$ cat config.mk
export PLATFORM = sky130hd
export DESIGN_NAME = irq_redirector
export DESIGN_NICKNAME = d
export VERILOG_FILES = /design/src/rtl/irq_redirector.sv
export SDC_FILE = /design/constraint.sdc
export NUM_CORES = 1
export LEC_CHECK = 0
export CORE_MARGIN = 3
export CORE_UTILIZATION = 62
export CTS_CLUSTER_SIZE = 25
export DETAILED_ROUTE_END_ITERATION = 8
export PLACE_DENSITY = 0.81
export SLEW_MARGIN = 20
export SYNTH_ARGS = -nofsm -noshare
export SYNTH_HDL_FRONTEND = slang
export SYNTH_SLANG_ARGS = --single-unit
$ cat constraint.sdc
create_clock -name clk -period 11.3 [get_ports clk]
set_input_delay 2.825 -clock clk [delete_from_list [all_inputs] [get_ports clk]]
set_output_delay 2.825 -clock clk [all_outputs]
set_load 0.03 [all_outputs]
$ cat src/rtl/irq_redirector.sv
module irq_redirector #(
  parameter int LINES = 24
) (
  input  logic             clk,
  input  logic             rst_n,
  input  logic             bus_en,
  input  logic             bus_we,
  input  logic [7:0]       bus_addr,
  input  logic [31:0]      bus_wdata,
  output logic [31:0]      bus_rdata,
  input  logic [LINES-1:0] irq_lines,
  input  logic             eoi_valid,
  input  logic [7:0]       eoi_vector,
  output logic             msg_valid,
  input  logic             msg_ready,
  output logic [7:0]       msg_vector,
  output logic [2:0]       msg_mode,
  output logic             msg_level,
  output logic [7:0]       msg_dest,
  output logic             msg_logical
);
  localparam int LW = (LINES > 1) ? $clog2(LINES) : 1;
  localparam int REG_END = 16 + 2 * LINES;
  localparam logic [7:0] MAX_ENTRY = 8'(LINES - 1);

  logic [7:0]       sel_q;
  logic [3:0]       id_q;
  logic [LINES-1:0] irq_q, pend_q, mask_q, lvl_q, logi_q, rirr_q;
  logic [7:0]       vec_q  [LINES];
  logic [2:0]       mode_q [LINES];
  logic [7:0]       dest_q [LINES];

  logic [LINES-1:0] cand, rise;
  logic [LW-1:0]    pick, ent;
  logic [7:0]       rel;
  logic [31:0]      rd_reg;
  logic             win_wr, in_table, hs;
  logic             unused_bits;

  assign win_wr   = bus_en & bus_we & (bus_addr == 8'h10);
  assign in_table = (sel_q >= 8'h10) && (int'(sel_q) < REG_END);
  assign rel      = sel_q - 8'h10;
  assign ent      = LW'(rel[7:1]);
  assign unused_bits = ^{bus_wdata[23:17], bus_wdata[14:12], rel[0]};

  assign rise = irq_lines & ~irq_q;
  assign cand = pend_q & ~mask_q & ~(lvl_q & rirr_q);

  always_comb begin
    pick = '0;
    for (int i = LINES - 1; i >= 0; i--)
      if (cand[i]) pick = LW'(i);
  end

  assign msg_valid   = |cand;
  assign msg_vector  = vec_q[pick];
  assign msg_mode    = mode_q[pick];
  assign msg_level   = lvl_q[pick];
  assign msg_dest    = dest_q[pick];
  assign msg_logical = logi_q[pick];
  assign hs          = msg_valid & msg_ready;

  always_comb begin
    rd_reg = '0;
    if (sel_q == 8'd0 || sel_q == 8'd2)
      rd_reg = {4'b0, id_q, 24'b0};
    else if (sel_q == 8'd1)
      rd_reg = {8'h00, MAX_ENTRY, 8'h00, 8'h11};
    else if (in_table) begin
      if (sel_q[0])
        rd_reg = {dest_q[ent], 24'b0};
      else
        rd_reg = {15'b0, mask_q[ent], lvl_q[ent], rirr_q[ent], 1'b0,
                  cand[ent], logi_q[ent], mode_q[ent], vec_q[ent]};
    end
  end

  assign bus_rdata = (!bus_en || bus_we) ? 32'b0 :
                     (bus_addr == 8'h00) ? {24'b0, sel_q} :
                     (bus_addr == 8'h10) ? rd_reg : 32'b0;

  always_ff @(posedge clk or negedge rst_n) begin
    if (!rst_n) begin
      sel_q  <= '0;
      id_q   <= '0;
      irq_q  <= '0;
      pend_q <= '0;
      mask_q <= '1;
      lvl_q  <= '0;
      logi_q <= '0;
      rirr_q <= '0;
      for (int i = 0; i < LINES; i++) begin
        vec_q[i]  <= '0;
        mode_q[i] <= '0;
        dest_q[i] <= '0;
      end
    end else begin
      irq_q <= irq_lines;
      if (bus_en && bus_we && bus_addr == 8'h00) sel_q <= bus_wdata[7:0];
      if (win_wr && sel_q == 8'd0) id_q <= bus_wdata[27:24];
      for (int i = 0; i < LINES; i++) begin
        if (hs && int'(pick) == i && !lvl_q[i]) pend_q[i] <= 1'b0;
        if (lvl_q[i] && !irq_lines[i]) pend_q[i] <= 1'b0;
        if (rise[i] && (lvl_q[i] || !mask_q[i])) pend_q[i] <= 1'b1;
        if (hs && int'(pick) == i && lvl_q[i]) rirr_q[i] <= 1'b1;
        else if (eoi_valid && rirr_q[i] && vec_q[i] == eoi_vector) rirr_q[i] <= 1'b0;
        if (win_wr && in_table && int'(ent) == i) begin
          if (sel_q[0]) dest_q[i] <= bus_wdata[31:24];
          else begin
            vec_q[i]  <= bus_wdata[7:0];
            mode_q[i] <= bus_wdata[10:8];
            logi_q[i] <= bus_wdata[11];
            lvl_q[i]  <= bus_wdata[15];
            mask_q[i] <= bus_wdata[16];
          end
        end
      end
    end
  end

  a_r3_masked_after_reset: assert property (@(posedge clk) disable iff (!rst_n)
    $rose(rst_n) |-> (&mask_q && !msg_valid));

  for (genvar g = 0; g < LINES; g++) begin : g_chk
    a_r6_masked_edge_drop: assert property (@(posedge clk) disable iff (!rst_n)
      (!pend_q[g] && !lvl_q[g] && mask_q[g] && rise[g]) |=> !pend_q[g]);
    a_r7_edge_taken_clears: assert property (@(posedge clk) disable iff (!rst_n)
      (hs && int'(pick) == g && !lvl_q[g] && !rise[g]) |=> !pend_q[g]);
    a_r8_level_taken_locks: assert property (@(posedge clk) disable iff (!rst_n)
      (hs && int'(pick) == g && lvl_q[g]) |=> rirr_q[g]);
    a_r9_eoi_releases: assert property (@(posedge clk) disable iff (!rst_n)
      (eoi_valid && rirr_q[g] && vec_q[g] == eoi_vector) |=> !rirr_q[g]);
  end
endmodule

# Word level (Yosys, flattened, before mapping)
# Cells that the tools add are included.
word_totals:
  reg_bits: 612
  inputBits: 78
  out_inout_bits: 54
  word_cells: 868
classes:
  addsub: 1
  order_cmp: 6
  n_eq_ne: 73
  mux: 183
  n_bitwise: 13
  n_reduce_logical: 397
op_table:
  columns: ["cell", "n"]
  rows:
  - ["2-to-1 mux 32 bit", 7]
  - ["logical AND 1 bit", 197]
  - ["equality test 8 bit", 24]
  - ["binary-select mux 8 bit (select 5 bit)", 4]
  - ["equality test 5 bit (second input constant)", 32]
  - ["2-to-1 mux 1 bit", 127]
  - ["2-to-1 mux 5 bit", 24]
  - ["bitwise AND 24 bit", 4]
  - ["AND reduction 2 bit", 48]
  - ["zero test 1 bit", 73]
  - ["inverter 24 bit", 3]
  - ["nonzero test 3 bit", 24]
  - ["2-to-1 mux 8 bit", 8]
  - ["nonzero test 2 bit", 24]
  - ["equality test 5 x 4 -> 1 bit (second input constant)", 8]
  - ["binary-select mux 1 bit (select 5 bit)", 7]
  - ["binary-select mux 3 bit (select 5 bit)", 2]
  - ["logical OR 1 bit", 26]
  - ["OR reduction 24 bit", 1]
  - ["equality test 5 x 3 -> 1 bit (second input constant)", 4]
  - ["zero test 8 bit", 2]
  - [">= comparator 6 bit (second input constant)", 2]
  - ["less-than comparator 5 x 6 -> 1 bit (second input constant)", 2]
  - ["2-to-1 mux 3 bit", 4]
  - ["11 further kinds", 16]

# Depth between registers and ports, before layout
depth:
  ltp_word: 33
  depth_mapped: 14
  depth_no_buf: 10

# Least setup slack after synthesis
# OpenSTA, ideal clock, no wires.
synth_timing:
  path_type: "input to output"
  start: "input port bus_addr[2]"
  end: "output port bus_rdata[10]"
  arrival_time_ns: 4.577
  required_ns: 8.475
  setup_slack_ns: 3.898
  cell_stages: 7
  n_path_buf: 2
  cell_sequence: "nor4_1 -> nand2_1 -> or3_1 -> clkbuf_1 -> or3_1 -> clkbuf_1 -> nor2_1"
synth_between:
  elab_chain_len: 4
  elab_cells_between_ends: 5
  cone_classes: "eq/ne (1); mux (3); reduce/logical (1)"
synth_rtl:
  columns: ["item", "line_no", "text"]
  rows:
  - ["start, declared", "8", "input logic [7:0] bus_addr,"]
  - ["equality test 8 x 5 -> 1 bit", "80", "(bus_addr == 8'h10) ? rd_reg : 32'b0;"]
  - ["2-to-1 mux 32 bit", "80", null]
  - ["2-to-1 mux 32 bit *", "79", "(bus_addr == 8'h00) ? {24'b0, sel_q} :"]
  - ["2-to-1 mux 32 bit *", "78", "assign bus_rdata = (!bus_en || bus_we) ? 32'b0 :"]
  - ["end, declared", "10", "output logic [31:0] bus_rdata,"]
# Mark *: on every way between the ends. The rest lies on a longest branch, timed or not.

# Final worst setup path
layout_timing:
  start: "input port bus_we"
  end: "output port bus_rdata[10]"
layout_between:
  elab_chain_len: 2
layout_rtl:
  columns: ["item", "line_no", "text"]
  rows:
  - ["start, declared", "7", "input logic bus_we,"]
  - ["logical OR 1 bit", "78", null]
  - ["2-to-1 mux 32 bit", "78", null]
# Every way passes these cells.

==> metrics.txt <==
WL per Instance=~32 um; delay-heaviest family, CP=simple AND/OR/NAND/NOR gates; Ys Warns=0; Die Ht=244.4 um; Setup CP Type=in2out; Clock Skew=0.02097 ns; area of the mapped netlist=35240 um^2; CORE AREA=55630 um^2; crit path capture type=output pin; vias=about 28000; Worst path max stage delay=0.76 ns; Hold Path Sink=id_q[3]; largest family of logic cells by synthesized area=multiplexers; Detail Route Antenna Nets=0; Peak Freq=112.4 MHz; initial antenna violation count=4; post-route design area=39110 um^2; Crit Path Max Fanout=9; clock network fraction of total power=0.456; Die W=244.4 um; Clk Latency, worst-skew pair=0.63 ns; PortBufs=116; DP Wirelength=approximately 76000 um; worst path bufs/invs=2; combinational group share of total power=0.108; Starting DRT DRC Count=3687; Required @ worst endpoint=~8.5 ns; leakage=17.29 nW; CP Launch Type=input pin; Cell Area, Placed=~37000 um^2; number of CTS-inserted buffers=67; Seq pwr share=0.436; Worst R2R Path Depth=10; Multi-input gate area=18730 um^2; RePlAce Congestion=1.002; clk root buf=clkbuf_16; setup TNS=0 ns; post-synth cell types=84; Reg area=15360 um^2; hold buffer count at cts=0; CP Cell Sequence=clkdlybuf4s50_1 -> nand2b_1 -> or3_1 -> or3_1 -> nor2_1 -> clkdlybuf4s50_1; cell internal pwr=3.730 mW; row cnt=86; compound-cell area share of the yosys netlist=0.1076; post-synthesis simple-gate area fraction=0.06953; EDFF count, synth=0; top_reg_cell synth=dfrtp_1; CTS tree=done; Worst R2R Start=sel_q[1]; fin crit share=0.7873; hold depth=1; number of global-route vias before repair=approximately 28000; worst reg2reg endpoint=vec_q[122]; Hold Violations, Final=0; Async S/R FF share, synth=1.000; Pre-Repair DR Iteration Count=6; Worst Tran Pin Value=~1.2 ns; Die ar.=59730 um^2; P per Cell Area=~130 nW/um^2; unrepaired setup endpoints after global routing=no; Clock Path Buffers=3; WL final=120200 um; Crit-path slowest cell=clkdlybuf4s50_1; syn avg cell area=12.09 um^2; Clock Sinks=612; P_sw=roughly 1.3 mW; # H-tree levels=3; largest net degree at the start of global routing=183; Post CTS Setup Buffer Count=0; Setup violations, final=0; IO Count=132; cell taking the most area after synthesis=dfrtp_1; sequential element share of the synthesized area=0.4355; GRT Overall Usage=0.4025; first-pass GRT wire length=around 180000 um; nets@finish=2997; Slew Viols, Final=0; Relative slew margins=0.1836; Worst VDD drop=~0.13 mV; XOR/XNOR share of the synthesized area=0.04772; Hold Path Origin=id_q[3]; Initial Utilization=0.6334; layout cells sized above 1=0.3155; P&R area growth vs syn=10.99%; post-cts repair resize count=0; # DRC=0; most frequent cells in the layout=585 x dfrtp_1, 541 x mux2_2, 169 x nand2_1, 168 x xor2_1, 166 x mux4_2; overall power=5.077 mW; max_cap viols=0; most common cell after layout, fill and taps aside=dfrtp_1; drt via density=7.496; Synth top area share=0.4176; Switching Share=0.2652; clk slew on worst S/H paths=~0.060 ns; status=completed; HP Class=reg2reg; crit path time final=approximately 9 ns; # fillers=between 3000 and 4000; Congestion Overflow GR=0; synthesized flop and latch total=612; Syn Inst Count=2914; Synth Area in Adders=0.0007102; flop2flop setup slack=6.81 ns; Synth area leaders=dfrtp_1 42%, mux2_2 17%, mux4_2 11%; post-synthesis mux area share=0.3031; critical path data arrival time=6.07 ns
==> layout make-up <==
cell class | instances | share of cell area
repair buffers | 169 | 0.04156
diodes | 1 | 0.00006399
clock buffers | 93 | 0.05036
multi-input cells | 2022 | 0.4788
flip-flops and latches | 612 | 0.3927
clock inverters | 26 | 0.008286
inverters | 45 | 0.004319
well taps | 748 | 0.02393
==> sequential cells by signal, summed over array words and instances, names as in the netlist <==
signal,flops
mask_q,24
rirr_q,24
id_q,4
sel_q,8
dest_q,192
lvl_q,24
pend_q,24
vec_q,192
irq_q,24
logi_q,24
mode_q,72
==> per-layer routing <==
layer | global-route usage | wire length [um]
met5 | 0 | 27
met4 | 0.2799 | 10000
met3 | 0.1186 | 14830
met2 | 0.6053 | 53870
met1 | 0.5026 | 41460
==> power by group through the flow <==
stage	Sequential [mW]	Combinational, mW	Clock, mW
floorplan	2.25	0.301	0
global placement	2.25	0.510	0
detailed placement	2.25	0.522	0
CTS	2.21	0.524	2.31
global route	2.21	0.565	2.41
finish	2.21	0.550	2.31
==> stage by stage <==
step	cells	hold slack [ns]	setup slack [ns]	utilization
finish	3716	0.5184	2.404	0.7030
global route	3716	0.5414	2.282	0.7030
CTS	3715	0.5195	2.525	0.7027
detailed placement	3596	0.5054	2.533	0.6615
global placement	3596	0.4955	2.502	0.6614
floorplan	2918	0.4721	3.898	-
==> cells by family after synthesis <==
group                    after synthesis
AND/OR/NAND/NOR                      509
XOR/XNOR                             192
adder cells (fa/ha/maj)                2
flip-flops                           612
buffers and inverters                284
multiplexers                         792
AO/OA/AOI/OAI                        522
other                                  1
==> cell usage after synthesis, types with 13 or more instances <==
| cell type | n |
|---|---|
| dfrtp_1 | 588 |
| mux2_2 | 541 |
| nand2_1 | 170 |
| xor2_1 | 168 |
| mux4_2 | 166 |
| nor2_1 | 122 |
| clkbuf_1 | 121 |
| a21oi_1 | 87 |
| mux2i_1 | 85 |
| a22oi_1 | 73 |
| o21ai_0 | 71 |
| buf_2 | 49 |
| o22ai_1 | 47 |
| inv_1 | 45 |
| buf_1 | 41 |
| nor4_1 | 34 |
| nand3_1 | 31 |
| nor3_1 | 30 |
| a21o_1 | 24 |
| dfstp_2 | 24 |
| nor2b_1 | 24 |
| xnor2_1 | 24 |
| a211oi_1 | 21 |
| buf_4 | 21 |
| nand2b_1 | 20 |
| o41ai_1 | 20 |
| a32o_1 | 17 |
| and2_1 | 17 |
| a22o_1 | 15 |
| and3_1 | 14 |
| o211ai_1 | 14 |
| nand4_1 | 13 |
==> worst max path at each step <==
stage	cells past startpoint	end	slack [ns]	from
2_1_floorplan	7	bus_rdata[10]	3.90	bus_addr[2]
4_1_cts	7	bus_rdata[10]	2.52	bus_addr[5]
6_report	6	bus_rdata[10]	2.40	bus_we
3_5_place_dp	6	bus_rdata[10]	2.53	bus_we
3_3_place_gp	7	bus_rdata[11]	2.50	bus_addr[2]
5_1_grt	7	bus_rdata[10]	2.28	bus_addr[5]
Note: power is estimated with default switching activity, not from simulation.
